==> config.mk <==
export PLATFORM = sky130hd
export DESIGN_NAME = seq_restoring_divider
export DESIGN_NICKNAME = d
export VERILOG_FILES = /design/src/rtl/div_pkg.sv /design/src/rtl/div_sign_prep.sv /design/src/rtl/div_step.sv /design/src/rtl/div_sign_fix.sv /design/src/rtl/seq_restoring_divider.sv
export SDC_FILE = /design/constraint.sdc
export NUM_CORES = 1
export LEC_CHECK = 0
export BUFFER_PORTS_ARGS = -buffer_cell sky130_fd_sc_hd__buf_2
export CORE_MARGIN = 2
export CORE_UTILIZATION = 60
export DETAILED_ROUTE_END_ITERATION = 8
export PLACE_DENSITY_LB_ADDON = 0.2
export SLEW_MARGIN = 20
export SYNTH_ARGS = -nofsm -noshare
export SYNTH_HDL_FRONTEND = slang
export SYNTH_SLANG_ARGS = --single-unit
==> constraint.sdc <==
create_clock -name clk -period 6.9 [get_ports clk]
set_input_delay 0.69 -clock clk [delete_from_list [all_inputs] [get_ports clk]]
set_output_delay 0.69 -clock clk [all_outputs]
set_load 0.05 [all_outputs]
==> src/rtl/div_pkg.sv <==
package div_pkg;

    typedef enum logic {
        DIV_IDLE = 1'b0,
        DIV_RUN  = 1'b1
    } div_state_e;

    function automatic int step_cnt_w(input int width);
        return (width < 2) ? 1 : $clog2(width);
    endfunction

endpackage

==> src/rtl/div_sign_prep.sv <==
module div_sign_prep #(
    parameter int WIDTH = 32
) (
    input  logic [WIDTH-1:0] num,
    input  logic [WIDTH-1:0] den,
    input  logic             is_signed,
    output logic [WIDTH-1:0] num_mag,
    output logic [WIDTH-1:0] den_mag,
    output logic             flip_quo,
    output logic             flip_rem
);
    logic num_neg;
    logic den_neg;

    always_comb begin
        num_neg  = is_signed & num[WIDTH-1];
        den_neg  = is_signed & den[WIDTH-1];
        num_mag  = num_neg ? (~num + 1'b1) : num;
        den_mag  = den_neg ? (~den + 1'b1) : den;
        flip_quo = num_neg ^ den_neg;
        flip_rem = num_neg;
    end
endmodule

==> src/rtl/div_step.sv <==
module div_step #(
    parameter int WIDTH = 32
) (
    input  logic [WIDTH-1:0] part_in,
    input  logic [WIDTH-1:0] quo_in,
    input  logic [WIDTH-1:0] den_in,
    output logic [WIDTH-1:0] part_out,
    output logic [WIDTH-1:0] quo_out
);
    logic [WIDTH:0]   shifted;
    logic [WIDTH-1:0] trial;
    logic             fits;

    always_comb begin
        // bring the next dividend bit into the partial remainder
        shifted  = {part_in, quo_in[WIDTH-1]};
        // true difference is below 2^WIDTH whenever it is kept
        trial    = shifted[WIDTH-1:0] - den_in;
        fits     = shifted >= {1'b0, den_in};
        part_out = fits ? trial : shifted[WIDTH-1:0];
        quo_out  = {quo_in[WIDTH-2:0], fits};
    end
endmodule

==> src/rtl/div_sign_fix.sv <==
module div_sign_fix #(
    parameter int WIDTH = 32
) (
    input  logic [WIDTH-1:0] quo_mag,
    input  logic [WIDTH-1:0] rem_mag,
    input  logic             flip_quo,
    input  logic             flip_rem,
    output logic [WIDTH-1:0] quo,
    output logic [WIDTH-1:0] rem
);
    always_comb begin
        quo = flip_quo ? (~quo_mag + 1'b1) : quo_mag;
        rem = flip_rem ? (~rem_mag + 1'b1) : rem_mag;
    end
endmodule

==> src/rtl/seq_restoring_divider.sv <==
module seq_restoring_divider
    import div_pkg::*;
#(
    parameter int WIDTH = 32
) (
    input  logic             clk,
    input  logic             rst,
    input  logic             start,
    input  logic             signed_mode,
    input  logic [WIDTH-1:0] dividend,
    input  logic [WIDTH-1:0] divisor,
    output logic             busy,
    output logic             done,
    output logic [WIDTH-1:0] hi,
    output logic [WIDTH-1:0] lo
);
    localparam int CW = step_cnt_w(WIDTH);
    localparam logic [CW-1:0] LAST_STEP = CW'(WIDTH - 1);

    div_state_e       state_q;
    logic [CW-1:0]    step_q;
    logic [WIDTH-1:0] part_q, quo_q, den_q;
    logic             flipq_q, flipr_q;

    logic [WIDTH-1:0] num_mag, den_mag;
    logic             flip_quo, flip_rem;
    logic [WIDTH-1:0] part_nx, quo_nx;
    logic [WIDTH-1:0] quo_fixed, rem_fixed;
    logic             accept;

    assign busy   = (state_q == DIV_RUN);
    assign accept = start && !busy;

    div_sign_prep #(.WIDTH(WIDTH)) u_prep (
        .num(dividend), .den(divisor), .is_signed(signed_mode),
        .num_mag(num_mag), .den_mag(den_mag),
        .flip_quo(flip_quo), .flip_rem(flip_rem)
    );

    div_step #(.WIDTH(WIDTH)) u_step (
        .part_in(part_q), .quo_in(quo_q), .den_in(den_q),
        .part_out(part_nx), .quo_out(quo_nx)
    );

    div_sign_fix #(.WIDTH(WIDTH)) u_fix (
        .quo_mag(quo_nx), .rem_mag(part_nx),
        .flip_quo(flipq_q), .flip_rem(flipr_q),
        .quo(quo_fixed), .rem(rem_fixed)
    );

    always_ff @(posedge clk) begin
        if (rst) begin
            state_q <= DIV_IDLE;
            step_q  <= '0;
            part_q  <= '0;
            quo_q   <= '0;
            den_q   <= '0;
            flipq_q <= 1'b0;
            flipr_q <= 1'b0;
            done    <= 1'b0;
            hi      <= '0;
            lo      <= '0;
        end else begin
            done <= 1'b0;
            if (accept) begin
                state_q <= DIV_RUN;
                step_q  <= '0;
                part_q  <= '0;
                quo_q   <= num_mag;
                den_q   <= den_mag;
                flipq_q <= flip_quo;
                flipr_q <= flip_rem;
            end else if (busy) begin
                part_q <= part_nx;
                quo_q  <= quo_nx;
                if (step_q == LAST_STEP) begin
                    state_q <= DIV_IDLE;
                    done    <= 1'b1;
                    hi      <= rem_fixed;
                    lo      <= quo_fixed;
                end else begin
                    step_q <= step_q + 1'b1;
                end
            end
        end
    end

    // busy-cycle counter used only by the length check below
    logic [CW:0] chk_len_q;
    always_ff @(posedge clk) begin
        if (rst || accept) chk_len_q <= '0;
        else if (busy)     chk_len_q <= chk_len_q + 1'b1;
    end

    a_r6_start_sets_busy: assert property (@(posedge clk) disable iff (rst)
        (start && !busy) |=> busy);

    a_r6_busy_length: assert property (@(posedge clk) disable iff (rst)
        done |-> (chk_len_q == (CW+1)'(WIDTH)));

    a_r7_done_single: assert property (@(posedge clk) disable iff (rst)
        done |=> !done);

    a_r7_done_after_busy: assert property (@(posedge clk) disable iff (rst)
        done |-> (!busy && $past(busy)));

    a_r7_results_hold: assert property (@(posedge clk) disable iff (rst)
        !done |-> ($stable(hi) && $stable(lo)));

    a_r8_divisor_held: assert property (@(posedge clk) disable iff (rst)
        (busy && start) |=> $stable(den_q));

    a_r1_partial_below_divisor: assert property (@(posedge clk) disable iff (rst)
        (busy && den_q != '0) |-> (part_q < den_q));

endmodule

==> results.yml <==
run_status:
  outcome: "finished, final reports clean"
floorplan:
  die_w_um: 141
  fp.dieH_um: 141
  start_util: 0.608
  ios: 134
  die-area_um2: 20000
  fp-row-count: 50
  core_area_um2: 18600
pwr:
  comb_power_share: 0.366
  powerDensity_nw_per_um2: 257
  vdd_drop_max_mv: 0.198
  power_switching_uw: 1230
  seq_power_share: 0.338
  p_int_uw: 1990
  switching_share: 0.382
  p_leak_uw: 0.00508
  clkPwrFrac: 0.296
finish:
  antenna_cells: 0
  syn_to_final_growth_pct: 10.8
  utilization: 0.674
  multiInputGateArea_um2: 7380
  drive_gt1_frac: 0.127
  nNetsFinal: 1666
  register_area_um2: 3390
  fill_cells: 1673
sta:
  rsz0062_at_grt: "false"
  hold_viol: 0
  skew_ps: 11.9
  relSlewSlack: 0.341
  finalCritPeriodShare: 0.734
  finalSetupViolations: 0
  fin_crit_ps: 5060
  max_freq_mhz: 198
  worst_pin_slew_ps: 987
  fin_ws_ps: 1840
  slew_violations: 0
  final.setup.tns_ps: 0
cts:
  hold_buffers: 0
  cts_sinks: 169
  ctsResizeCount: 0
  clk_pin_slew_ps: 70
  cts_buffers: 17
  cts_buffer_depth: 2
  post_cts_buffers: 0
  cts_root_buffer: "clkbuf_16"
  cts_tree: "yes"
  clock_latency_ps: 440
  h-tree-depth: 4
synth:
  seq_area_frac_synth: 0.298
  syn_inst: 1492
  ys_warn_count: 0
  avgSynthCellArea_um2: 7.60
  ys_types: 76
  synth-edff-count: 0
  ys_async_sr_fraction: 0
  synth_fp_nets: 1599
  yosys_most_used_dff: "dfxtp_1"
  synth_area_um2: 11300
  synth-seq-cells: 169
global_route:
  gr-total-overflow: 0
  grt_antenna_before_repair: 0
  grt_pass1_wl_mm: 50.7
  grt_pass1_vias: 9490
  grt_use_total: 0.316
  grt_start_max_net_pins: 71
drt:
  first_pass_iters: 5
  viasPerCell: 6.18
  post-route-drc-count: 0
  vias: 11164
  drt_iter0_markers: 1187
  wire_per_inst_um: 17.6
  ant_nets: 0
  wl_mm: 31.8
worst_setup_path:
  arrival_ps: 5420
  r2r_end: "hi[30]"
  timing.reg2reg.setup_slack_ps: 1840
  endpoint_kind: "flop"
  critPathLaunchType: "flop"
  cp_data_required_time_ps: 7260
  crit_fanout: 8
  rr_startpoint: "part_q[1]"
  path_class: "reg -> reg"
  r2r_cells: 18
placement:
  dp_worst_setup_slack_ps: 1900
  io_buffers: 133
  place_congestion: 0.998
  dpl.hpwl_mm: 24.2
worst_hold_path:
  min_to: "hi[21]"
  min_path_cells: 2
  min_from: "hi[21]"
  hold_path.class: "reg -> reg"
flow_run:
  max-cap-violations: 0
-- kinds of logic (layout without fill, tap and decap cells) --
family | Yosys count | in the layout | synth area share
AO/OA/AOI/OAI | 457 | 457 | 0.264
XOR/XNOR | 131 | 131 | 0.101
adder cells (fa/ha/maj) | 39 | 39 | 0.0437
buffers and inverters | 147 | 227 | 0.0527
flip-flops | 169 | 169 | 0.298
multiplexers | 26 | 26 | 0.0238
AND/OR/NAND/NOR | 523 | 523 | 0.216
-- metal layers --
metal,GRT usage,vias to the layer above,wire (um)
li1,-,5505,-
met1,0.513,5154,15800
met2,0.440,474,12900
met3,0.0418,31,2760
met4,0.0653,0,338
met5,0,-,0
-- Yosys cell counts (4+ instances only) --
library cell  count  share of area
o211a_1           5         0.0044
or4_1             8         0.0053
nand2b_1          7         0.0039
a211oi_1         83          0.055
nor3b_1           4         0.0026
and4_1            4         0.0031
and3_1           15         0.0083
o211ai_1          6         0.0040
o31ai_1          23          0.015
mux2_2            4         0.0040
a2111oi_0         4         0.0031
inv_1            54          0.018
nor2b_1           6         0.0033
nand2_1         155          0.051
xnor2_1          53          0.041
buf_4             5         0.0033
and2_1           22          0.012
xor2_1           78          0.060
nand3_1          20         0.0088
o21a_1           12         0.0079
buf_1             5         0.0017
a21boi_0          4         0.0026
o21bai_1          5         0.0033
or2_2             5         0.0028
a31oi_1          10         0.0055
a21oi_1         102          0.045
dfxtp_1         169           0.30
ha_1             38          0.042
o21ai_0         121          0.053
a21o_1           18          0.012
nor4_1           20          0.011
mux2i_1          21          0.019
o21ai_1           5         0.0022
o41ai_1          10         0.0077
clkbuf_1         65          0.022
a311oi_1         13          0.010
or3_1            23          0.013
a221oi_1          4         0.0031
nor2_1          177          0.059
nor3_1           35          0.015
buf_2            16         0.0071
nand4_1           9         0.0050
-- cell usage in the layout, fill, tap and decap left out, types with 22 or more instances in the layout --
| cell type | Yosys | routed |
|---|---|---|
| a211oi_1 | 83 | 83 |
| a21oi_1 | 102 | 101 |
| and2_1 | 22 | 22 |
| buf_2 | 16 | 133 |
| dfxtp_1 | 169 | 168 |
| ha_1 | 38 | 38 |
| inv_1 | 54 | 54 |
| nand2_1 | 155 | 155 |
| nor2_1 | 177 | 177 |
| nor3_1 | 35 | 35 |
| o21ai_0 | 121 | 121 |
| o31ai_1 | 23 | 23 |
| or3_1 | 23 | 23 |
| xnor2_1 | 53 | 53 |
| xor2_1 | 78 | 78 |
-- worst max-delay path: stages (launching register included) --
cell and delay [ps]:
dfxtp_1 430, ha_1 340, o211a_1 260, o21a_1 150, o2111ai_1 410, nand4_4 210, a31oi_4 370, mux2i_1 330
ha_1 260, nand3b_1 90, mux2_2 290, a2111oi_0 340, nand3b_1 120, nor4_1 300, o21ai_0 250, nor3b_1 330
a41oi_1 200, xor2_1 170, o21ai_0 130
-- power by group through the flow --
stage | Clock [uW] | Combinational [uW] | Sequential [uW]
after global routing | 992 | 1290 | 1100
after CTS | 960 | 1150 | 1090
after global placement | 0 | 1130 | 1110
after floorplan | 0 | 881 | 1080
final | 953 | 1180 | 1090
after detailed placement | 0 | 1140 | 1110
-- worst max-delay path by stage --
stage / start / end / slack (ps) / cells after the start
after floorplan: part_q[1] / hi[26] / 1900 / 25
after global placement: part_q[1] / hi[26] / 2050 / 18
after detailed placement: part_q[1] / hi[20] / 1900 / 18
after CTS: part_q[1] / hi[30] / 1880 / 18
after global routing: part_q[20] / hi[30] / 1300 / 18
final: part_q[1] / hi[30] / 1840 / 18
-- stage by stage --
step           power, uW  area, um2  instances  hold slack, ps
3_3_place_gp        2240      12000       1774             429
5_1_grt             3370      12600       1806             465
4_1_cts             3200      12600       1806             453
2_1_floorplan       1960      11300       1492             436
6_report            3220      12600       1806             446
3_5_place_dp        2250      12000       1774             438
-- sequential cells by signal, indices dropped and copies added (netlist names) --
signal	flops
flipr_q	1
lo	32
busy	1
part_q	32
flipq_q	1
hi	32
quo_q	32
den_q	32
done	1
step_q	5
-- layout make-up --
class / count / share of cell area
Sequential cell: 169 / 0.270
Tap cell: 234 / 0.0233
Timing Repair Buffer: 140 / 0.0572
Clock inverter: 10 / 0.00847
Clock buffer: 22 / 0.0377
Multi-Input combinational cell: 1176 / 0.587
Inverter: 55 / 0.0164
Power figures use the tool's default switching activity.
